File: config.mk
export PLATFORM = sky130hd
export DESIGN_NAME = flash_cui
export DESIGN_NICKNAME = d
export VERILOG_FILES = /design/src/rtl/flash_cui_pkg.sv /design/src/rtl/flash_cui_capture.sv /design/src/rtl/flash_cui_wbuf.sv /design/src/rtl/flash_cui_lockchk.sv /design/src/rtl/flash_cui_seq.sv /design/src/rtl/flash_cui.sv
export SDC_FILE = /design/constraint.sdc
export NUM_CORES = 1
export LEC_CHECK = 0
export BUFFER_PORTS_ARGS = -buffer_cell sky130_fd_sc_hd__buf_2
export CORE_MARGIN = 3
export CORE_UTILIZATION = 25
export DETAILED_ROUTE_END_ITERATION = 7
export GPL_TIMING_DRIVEN = 0
export PLACE_DENSITY_LB_ADDON = 0.12
export SYNTH_ARGS = -nofsm -noshare
export SYNTH_HDL_FRONTEND = slang
export SYNTH_HIERARCHICAL = 1
export SYNTH_SLANG_ARGS = --single-unit
File: constraint.sdc
create_clock -name clk -period 6.08 [get_ports clk]
set_input_delay 0.608 -clock clk [delete_from_list [all_inputs] [get_ports clk]]
set_output_delay 0.608 -clock clk [all_outputs]
set_load 0.1 [all_outputs]
File: src/rtl/flash_cui_pkg.sv
`timescale 1ns/1ps
// Package: command codes, operation codes, sequence states and status bit
// positions shared by the decoder modules. Assumes 8-bit command codes.
package flash_cui_pkg;
    localparam logic [7:0] CMD_PROG_A  = 8'h40;
    localparam logic [7:0] CMD_PROG_B  = 8'h10;
    localparam logic [7:0] CMD_BUF     = 8'hE8;
    localparam logic [7:0] CMD_CLRLK   = 8'h60;
    localparam logic [7:0] CMD_PROT    = 8'hC0;
    localparam logic [7:0] CMD_CONFIRM = 8'hD0;
    localparam logic [7:0] CMD_SUSPEND = 8'hB0;

    typedef enum logic [1:0] {
        OP_PROG  = 2'd0,
        OP_BUF   = 2'd1,
        OP_CLRLK = 2'd2,
        OP_PROT  = 2'd3
    } op_e;

    typedef enum logic [2:0] {
        S_IDLE,
        S_PROG,
        S_BCNT,
        S_BDATA,
        S_BCONF,
        S_CLR,
        S_PROT
    } seq_e;

    localparam int ST_READY  = 7;
    localparam int ST_SEQERR = 5;
    localparam int ST_PRGERR = 4;
endpackage

File: src/rtl/flash_cui_capture.sv
`timescale 1ns/1ps
// Strobe capture: finds the rising edge of the host write strobe and
// registers address and data at that point, then raises cap_vld for one
// cycle. In byte mode the data bits above the low byte are zeroed.
// Assumes the strobe is already synchronous to clk.
module flash_cui_capture #(
    parameter int ADDR_W = 12,
    parameter int DATA_W = 16
) (
    input  logic              clk,
    input  logic              rst_n,
    input  logic              word_mode,
    input  logic              host_we,
    input  logic [ADDR_W-1:0] host_addr,
    input  logic [DATA_W-1:0] host_data,
    output logic              cap_vld,
    output logic [ADDR_W-1:0] cap_addr,
    output logic [DATA_W-1:0] cap_data
);
    localparam int HI_W = DATA_W - 8;

    logic we_q;
    logic rise;

    assign rise = host_we & ~we_q;

    // Remember the previous strobe level for edge detection.
    always_ff @(posedge clk) begin
        if (!rst_n) we_q <= 1'b0;
        else        we_q <= host_we;
    end

    // Latch address and bus-width-adjusted data on the strobe edge.
    always_ff @(posedge clk) begin
        if (!rst_n) begin
            cap_vld  <= 1'b0;
            cap_addr <= '0;
            cap_data <= '0;
        end else begin
            cap_vld <= rise;
            if (rise) begin
                cap_addr <= host_addr;
                cap_data <= word_mode ? host_data : {{HI_W{1'b0}}, host_data[7:0]};
            end
        end
    end
endmodule

File: src/rtl/flash_cui_wbuf.sv
`timescale 1ns/1ps
// Write buffer: DEPTH slots filled in order from slot 0. clr rewinds the
// fill pointer; wr stores wdata at the pointer and advances it. Assumes the
// sequencer never writes more than DEPTH words between clears.
module flash_cui_wbuf #(
    parameter int DATA_W = 16,
    parameter int DEPTH  = 32
) (
    input  logic                    clk,
    input  logic                    rst_n,
    input  logic                    clr,
    input  logic                    wr,
    input  logic [DATA_W-1:0]       wdata,
    output logic [DEPTH*DATA_W-1:0] buf_flat
);
    localparam int IDX_W = $clog2(DEPTH);

    logic [IDX_W-1:0] idx;

    // Fill pointer: rewinds on clear, steps on every stored word.
    always_ff @(posedge clk) begin
        if (!rst_n)   idx <= '0;
        else if (clr) idx <= '0;
        else if (wr)  idx <= idx + 1'b1;
    end

    for (genvar g = 0; g < DEPTH; g++) begin : g_slot
        logic [DATA_W-1:0] slot;
        // Slot g takes the data word when the pointer selects it.
        always_ff @(posedge clk) begin
            if (!rst_n)                        slot <= '0;
            else if (wr && idx == IDX_W'(g))   slot <= wdata;
        end
        assign buf_flat[g*DATA_W +: DATA_W] = slot;
    end
endmodule

File: src/rtl/flash_cui_lockchk.sv
`timescale 1ns/1ps
// Lock lookup: returns the lock bit of the addressed block. Assumes NBLK is
// a power of two so that every block index is in range.
module flash_cui_lockchk #(
    parameter int NBLK  = 8,
    parameter int BLK_W = 3
) (
    input  logic [NBLK-1:0]  lock_vec,
    input  logic [BLK_W-1:0] blk,
    output logic             locked
);
    assign locked = lock_vec[blk];
endmodule

File: src/rtl/flash_cui_seq.sv
`timescale 1ns/1ps
// Sequencer: decodes captured host writes into command sequences. It counts
// the buffered write data phase, checks the confirm slot and lock state, and
// issues start and suspend pulses. While the WSM is busy only a suspend
// request is acted on. Assumes cap_vld is a one-cycle pulse.
module flash_cui_seq
    import flash_cui_pkg::*;
#(
    parameter int ADDR_W   = 12,
    parameter int DATA_W   = 16,
    parameter int CNT_W    = 5,
    parameter int MAX_WORD = 15,
    parameter int MAX_BYTE = 31
) (
    input  logic              clk,
    input  logic              rst_n,
    input  logic              word_mode,
    input  logic              cap_vld,
    input  logic [ADDR_W-1:0] cap_addr,
    input  logic [DATA_W-1:0] cap_data,
    input  logic              wsm_busy,
    input  logic              tgt_locked,
    output logic [ADDR_W-1:0] chk_addr,
    output logic              buf_clr,
    output logic              buf_wr,
    output logic              wsm_start,
    output logic [1:0]        wsm_op,
    output logic [ADDR_W-1:0] wsm_addr,
    output logic [DATA_W-1:0] wsm_data,
    output logic [CNT_W-1:0]  wsm_count,
    output logic              wsm_suspend,
    output logic              seq_err,
    output logic              prg_err
);
    seq_e              state;
    logic [7:0]        code;
    logic [CNT_W-1:0]  rem;
    logic              first;
    logic [ADDR_W-1:0] base_addr;
    logic              busy_q;
    logic              active;
    logic              take;
    int                lim;

    assign code = cap_data[7:0];
    assign take = cap_vld && !wsm_busy;
    assign lim  = word_mode ? MAX_WORD : MAX_BYTE;

    // Lock lookup address: the first data address at the confirm slot.
    always_comb begin
        chk_addr = (state == S_BCONF) ? base_addr : cap_addr;
    end

    // Buffer control: rewind on count, store during the data phase.
    always_comb begin
        buf_clr = take && (state == S_BCNT);
        buf_wr  = take && (state == S_BDATA);
    end

    // Main sequence tracker with start, suspend and error generation.
    always_ff @(posedge clk) begin
        if (!rst_n) begin
            state       <= S_IDLE;
            rem         <= '0;
            first       <= 1'b0;
            base_addr   <= '0;
            busy_q      <= 1'b0;
            active      <= 1'b0;
            wsm_start   <= 1'b0;
            wsm_op      <= 2'd0;
            wsm_addr    <= '0;
            wsm_data    <= '0;
            wsm_count   <= '0;
            wsm_suspend <= 1'b0;
            seq_err     <= 1'b0;
            prg_err     <= 1'b0;
        end else begin
            wsm_start   <= 1'b0;
            wsm_suspend <= 1'b0;
            busy_q      <= wsm_busy;
            if (busy_q && !wsm_busy) active <= 1'b0;
            if (cap_vld && wsm_busy) begin
                if (code == CMD_SUSPEND && active) wsm_suspend <= 1'b1;
            end else if (take) begin
                unique case (state)
                    S_IDLE: begin
                        if (code == CMD_PROG_A || code == CMD_PROG_B) state <= S_PROG;
                        else if (code == CMD_BUF)                     state <= S_BCNT;
                        else if (code == CMD_CLRLK)                   state <= S_CLR;
                        else if (code == CMD_PROT)                    state <= S_PROT;
                    end
                    S_PROG: begin
                        if (tgt_locked) begin
                            prg_err <= 1'b1;
                        end else begin
                            wsm_start <= 1'b1;
                            wsm_op    <= OP_PROG;
                            wsm_addr  <= cap_addr;
                            wsm_data  <= cap_data;
                            active    <= 1'b1;
                        end
                        state <= S_IDLE;
                    end
                    S_BCNT: begin
                        if (int'(code) > lim) begin
                            seq_err <= 1'b1;
                            state   <= S_IDLE;
                        end else begin
                            wsm_count <= code[CNT_W-1:0];
                            rem       <= code[CNT_W-1:0];
                            first     <= 1'b1;
                            state     <= S_BDATA;
                        end
                    end
                    S_BDATA: begin
                        if (first) begin
                            base_addr <= cap_addr;
                            first     <= 1'b0;
                        end
                        if (rem == '0) state <= S_BCONF;
                        else           rem   <= rem - 1'b1;
                    end
                    S_BCONF: begin
                        if (code != CMD_CONFIRM) begin
                            seq_err <= 1'b1;
                        end else if (tgt_locked) begin
                            prg_err <= 1'b1;
                        end else begin
                            wsm_start <= 1'b1;
                            wsm_op    <= OP_BUF;
                            wsm_addr  <= base_addr;
                            active    <= 1'b1;
                        end
                        state <= S_IDLE;
                    end
                    S_CLR: begin
                        if (code == CMD_CONFIRM) begin
                            wsm_start <= 1'b1;
                            wsm_op    <= OP_CLRLK;
                            active    <= 1'b0;
                        end else begin
                            seq_err <= 1'b1;
                        end
                        state <= S_IDLE;
                    end
                    S_PROT: begin
                        wsm_start <= 1'b1;
                        wsm_op    <= OP_PROT;
                        wsm_addr  <= cap_addr;
                        wsm_data  <= cap_data;
                        active    <= 1'b0;
                        state     <= S_IDLE;
                    end
                    default: state <= S_IDLE;
                endcase
            end
        end
    end
endmodule

File: src/rtl/flash_cui.sv
`timescale 1ns/1ps
// Top of the flash command decoder. Chains strobe capture, sequencer, write
// buffer and lock lookup, and forms the status word and its drive mask.
// Assumes DATA_W is at least 8 and NBLK is a power of two.
module flash_cui
    import flash_cui_pkg::*;
#(
    parameter int ADDR_W    = 12,
    parameter int DATA_W    = 16,
    parameter int NBLK      = 8,
    parameter int BUF_DEPTH = 32
) (
    input  logic                        clk,
    input  logic                        rst_n,
    input  logic                        word_mode,
    input  logic                        host_we,
    input  logic [ADDR_W-1:0]           host_addr,
    input  logic [DATA_W-1:0]           host_data,
    input  logic [NBLK-1:0]             lock_vec,
    input  logic                        wsm_busy,
    output logic                        wsm_start,
    output logic [1:0]                  wsm_op,
    output logic [ADDR_W-1:0]           wsm_addr,
    output logic [DATA_W-1:0]           wsm_data,
    output logic [$clog2(BUF_DEPTH)-1:0] wsm_count,
    output logic [BUF_DEPTH*DATA_W-1:0] wsm_buf,
    output logic                        wsm_suspend,
    output logic [DATA_W-1:0]           stat_data,
    output logic [DATA_W-1:0]           stat_oe
);
    localparam int BLK_W    = $clog2(NBLK);
    localparam int CNT_W    = $clog2(BUF_DEPTH);
    localparam int MAX_BYTE = BUF_DEPTH - 1;
    localparam int MAX_WORD = BUF_DEPTH / 2 - 1;

    logic              cap_vld;
    logic [ADDR_W-1:0] cap_addr;
    logic [DATA_W-1:0] cap_data;
    logic [ADDR_W-1:0] chk_addr;
    logic              tgt_locked;
    logic              buf_clr;
    logic              buf_wr;
    logic              seq_err;
    logic              prg_err;

    flash_cui_capture #(.ADDR_W(ADDR_W), .DATA_W(DATA_W)) u_cap (
        .clk(clk), .rst_n(rst_n), .word_mode(word_mode), .host_we(host_we),
        .host_addr(host_addr), .host_data(host_data),
        .cap_vld(cap_vld), .cap_addr(cap_addr), .cap_data(cap_data)
    );

    flash_cui_lockchk #(.NBLK(NBLK), .BLK_W(BLK_W)) u_lock (
        .lock_vec(lock_vec), .blk(chk_addr[ADDR_W-1 -: BLK_W]), .locked(tgt_locked)
    );

    flash_cui_seq #(
        .ADDR_W(ADDR_W), .DATA_W(DATA_W), .CNT_W(CNT_W),
        .MAX_WORD(MAX_WORD), .MAX_BYTE(MAX_BYTE)
    ) u_seq (
        .clk(clk), .rst_n(rst_n), .word_mode(word_mode),
        .cap_vld(cap_vld), .cap_addr(cap_addr), .cap_data(cap_data),
        .wsm_busy(wsm_busy), .tgt_locked(tgt_locked), .chk_addr(chk_addr),
        .buf_clr(buf_clr), .buf_wr(buf_wr),
        .wsm_start(wsm_start), .wsm_op(wsm_op), .wsm_addr(wsm_addr),
        .wsm_data(wsm_data), .wsm_count(wsm_count), .wsm_suspend(wsm_suspend),
        .seq_err(seq_err), .prg_err(prg_err)
    );

    flash_cui_wbuf #(.DATA_W(DATA_W), .DEPTH(BUF_DEPTH)) u_buf (
        .clk(clk), .rst_n(rst_n), .clr(buf_clr), .wr(buf_wr),
        .wdata(cap_data), .buf_flat(wsm_buf)
    );

    // Status word: only the ready bit is driven while the WSM is busy.
    always_comb begin
        stat_data = '0;
        stat_oe   = '0;
        if (wsm_busy) begin
            stat_oe[ST_READY] = 1'b1;
        end else begin
            stat_oe[7:0]         = 8'hFF;
            stat_data[ST_READY]  = 1'b1;
            stat_data[ST_SEQERR] = seq_err;
            stat_data[ST_PRGERR] = prg_err;
        end
    end
endmodule

==> implementation parameters <==
Parameter                              Value

Status
  Status    completed

Final layout
  Final design area excluding fillers    30,380 sq um
  FILL cells    9,603
  Fraction of final layout cells with drive strength greater than 1    around 28%
  Total number of nets in the final design    between 3,000 and 4,000
  Most frequent cells in the layout    sky130_fd_sc_hd__nand2_1 (665), sky130_fd_sc_hd__buf_2 (611), sky130_fd_sc_hd__dfxtp_1 (609)
  Non-Filler Instances    ~4,300
  Layout overhead on the synthesized area    30.44%
  Most frequent standard cell in the layout excluding fill and tap cells    sky130_fd_sc_hd__nand2_1

CTS
  Total number of H-tree levels    3
  Hold_buf cts    0
  CTS tree    done
  Clock edge transition at the registers on the reported setup and hold paths    0.06 ns
  TritonCTS Buffers    73
  Worst-skew pair later-pin latency    roughly 0.62 ns
  Buffers inserted during post-CTS setup optimization    0
  CTS-repair resized insts    0
  Max clock buf depth    3
  Clock sink count    609
  Root buffer cell    sky130_fd_sc_hd__clkbuf_16

Floorplan
  Effective utilization at floorplan    25.29%
  Number of placement rows    111
  Number of top-level pins    622
  Area of the core region    92,080 sq um
  Width of the die    311.2 um
  Die span in y    311.2 um
  Die Footprint    96,860 sq um

Yosys
  Proportion of netlist area held by the largest area contributor    52.34%
  Cell taking the most area after synthesis    sky130_fd_sc_hd__dfxtp_1
  Syn Inst Count    2,317
  Synthesized cell area    23,290 sq um
  Cell types with the largest area share after synthesis    sky130_fd_sc_hd__dfxtp_1 (52%), sky130_fd_sc_hd__mux2i_1 (22%), sky130_fd_sc_hd__nand2_1 (11%), sky130_fd_sc_hd__clkbuf_1 (2.0%), sky130_fd_sc_hd__buf_4 (1.9%)
  Register bit count reported by yosys    609
  Syn. warnings    6
  Sequential fraction of the synthesis area    52.34%
  Avg Cell Area, Syn    approximately 10 sq um
  Number of distinct library cells after synthesis    62

Global routing
  GR Util All Layers    19.17%
  Global route overflow    0
  Number of global-route vias before repair    between 15,000 and 20,000
  First-pass GRT wire length    137.2 mm
  Maximum number of pins on one net before global-route repair    14
  Number of antenna violations at the first check in global routing    3

Power and ir drop
  Static leakage    about 13 nW
  Part of the total power dissipated in the clock network    50.8%
  Net switching power figure    between 2 and 2.5 mW
  Proportion of power drawn by combinational gates    a little under 4%
  Internal    about 6.8 mW
  Power density over the cells    between 200 and 300 nW/um^2
  Max rail drop VDD    between 0.00015 and 0.0002 V
  Sequential cell fraction of total power    a little under half
  Switching portion of total power    23.62%
  Power, Total    8.884 mW

Critical path
  Launch point of the worst path    u_seq/state[0]
  Depth of the most critical reg-to-reg path    12
  Maximum cell stage delay along the critical path    0.52 ns
  Capturing element type of the critical path    register
  CP max stage cell    sky130_fd_sc_hd__or4b_4
  Data arrival at the endpoint of the critical path    approximately 4.4 ns
  R2R Path End    u_seq/wsm_data[9]
  Reg2Reg Launch Point    u_seq/state[0]
  Endpoint of the most critical setup path    u_seq/wsm_data[9]
  Startpoint class of the critical path    register
  Type of the setup path with the least slack    reg2reg
  Required arrival time at the worst endpoint    6.54 ns
  Setup slack of the worst register-to-register path    2.16 ns
  Maximum net fanout on the critical path    10
  Cell Chain, Critical Path    buf_2 -> nand2b_1 -> nor2_1 -> buf_2 -> mux2_2 -> mux4_1 -> mux2_2 -> or4b_4 -> a21oi_4 -> buf_6 -> mux2i_1 -> nor2_1

Detailed routing
  Remaining routing DRC violations    0
  Detailed-routing iteration count for the pre-antenna-repair pass    5
  Detailed-route wire length per cell    22.37 um
  Via-to-Cell Ratio    4.350
  Number of routed nets with antenna violations    0
  Total via count after detailed routing    18,734
  Violation count after the first detailed-routing iteration    ~960
  Final WL    ~96 mm

Place
  Number of instances in the placed design    between 4,000 and 5,000
  Final HPWL from detailed placement    about 70 mm
  Weighted congestion reported at the end of routability-driven placement    0.8121
  Count of input and output buffers    about 600
  Area after detailed placement    27,910 sq um

Timing
  Skew final    0.02401 ns
  Hold violation total from the final report    0
  Slew at the pin closest to its max-slew limit    1.360 ns
  RSZ-0062 raised after global routing    no
  Setup-violating endpoint count in the final report    0
  Total count of max-transition violations in the final report    0
  Worst hold slack    between 0.2 and 0.25 ns
  Max-Slew Margin vs Limit    under 10%
  Setup TNS    0 ns
  Crit share post-route    around 64%
  Final critical-path required period    between 3 and 4 ns
  Achievable Freq    0.2553 GHz

Worst hold path
  Worst hold path type    in2reg

Run
  Max-cap viol count    0
-- state kept, by name (all words and copies together) (netlist names) --
signal,count
u_seq/first,1
u_buf/g_slot.slot,512
u_cap/cap_addr,12
u_seq/prg_err,1
u_seq/rem,5
u_cap/cap_vld,1
u_seq/wsm_data,16
u_seq/active,1
u_buf/idx,5
u_seq/busy_q,1
u_seq/wsm_op,2
u_seq/wsm_count,5
u_seq/wsm_start,1
u_seq/wsm_suspend,1
u_seq/state,3
u_seq/base_addr,12
u_seq/seq_err,1
u_cap/we_q,1
u_cap/cap_data,16
u_seq/wsm_addr,12
-- logic make-up (layout without fill, tap and decap cells) --
logic type               after synthesis  count (layout)  share of synthesized area (%)
AND/OR/NAND/NOR                      815             815                          15.35
flip-flops                           609             609                          52.34
multiplexers                         518             518                          22.47
buffers and inverters                225             951                          5.050
AO/OA/AOI/OAI                        135             135                          4.120
adder cells (fa/ha/maj)                9               9                         0.4835
XOR/XNOR                               4               4                         0.1504
other                                  2              23                        0.03224
-- metrics by stage --
stage	setup slack (ns)	util (%)
floorplan	2.790	-
global placement	2.229	30.32
detailed placement	2.184	30.32
CTS	2.175	32.99
global route	1.954	32.99
finish	2.163	32.99
-- layout make-up --
type | count | area [sq um] | share of cell area, %
timing repair buffer | 598 | 2993 | 9.851
antenna | 1 | 2.502 | 0.008237
inverter | 9 | 33.78 | 0.1112
clock buffer | 107 | 2146 | 7.063
clock inverter | 21 | 317.8 | 1.046
buffer | 216 | 1142 | 3.760
multi-input combinational | 1503 | 9998 | 32.91
tap | 1243 | 1555 | 5.119
sequential | 609 | 12190 | 40.13
-- power by group through the flow --
stage	registers [mW]	logic [mW]	clock network, mW
2_1_floorplan	4.10	0.229	0
3_3_place_gp	4.12	0.347	0
3_5_place_dp	4.12	0.349	0
4_1_cts	4.03	0.350	4.67
5_1_grt	4.03	0.369	4.83
6_report	4.03	0.344	4.51
-- worst min-delay path by stage --
stage / start / cells past startpoint / slack (ns) / end
after detailed placement: u_buf/g_slot[24].slot[15] / 2 / 0.44 / u_buf/g_slot[24].slot[15]
final: host_addr[5] / 3 / 0.24 / u_cap/cap_addr[5]
after global placement: u_seq/base_addr[5] / 2 / 0.44 / u_seq/base_addr[5]
after global routing: host_addr[5] / 3 / 0.21 / u_cap/cap_addr[5]
after CTS: host_addr[5] / 3 / 0.20 / u_cap/cap_addr[5]
after floorplan: u_seq/prg_err / 2 / 0.43 / u_seq/prg_err
-- worst max-delay path, delay by kind of cell, from the launching register on --
family	cells	cell delay, ns
AO/OA/AOI/OAI	1	0.40
buffers and inverters	3	0.76
flip-flops	1	0.34
multiplexers	4	1.22
AND/OR/NAND/NOR	4	1.03
-- cells in the mapped netlist (all sizes together) --
cell type	n
a211o	1
a211oi	4
a21boi	60
a21oi	26
a221oi	1
a22o	1
a311oi	1
a31oi	2
a32oi	1
a41oi	1
and2	7
and2b	2
and3	1
buf	89
clkbuf	127
clkinv	1
conb	2
dfxtp	609
ha	9
inv	8
mux2	13
mux2i	503
mux4	2
nand2	666
nand2b	15
nand3	29
nand3b	6
nand4	3
nor2	59
nor2b	6
nor3	7
nor3b	1
nor4	3
nor4b	3
o211ai	3
o21a	2
o21ai	27
o311ai	2
o31ai	3
or3	4
or3b	1
or4	1
or4b	1
xnor2	1
xor2	3
-- metal layers --
layer  wire length, um  GRT usage (%)
met1             41150          23.28
met2             46720          33.12
met3              5845          5.168
met4              2655          5.633
met5                 0              0
No activity file was read; power rests on OpenSTA's default activity.
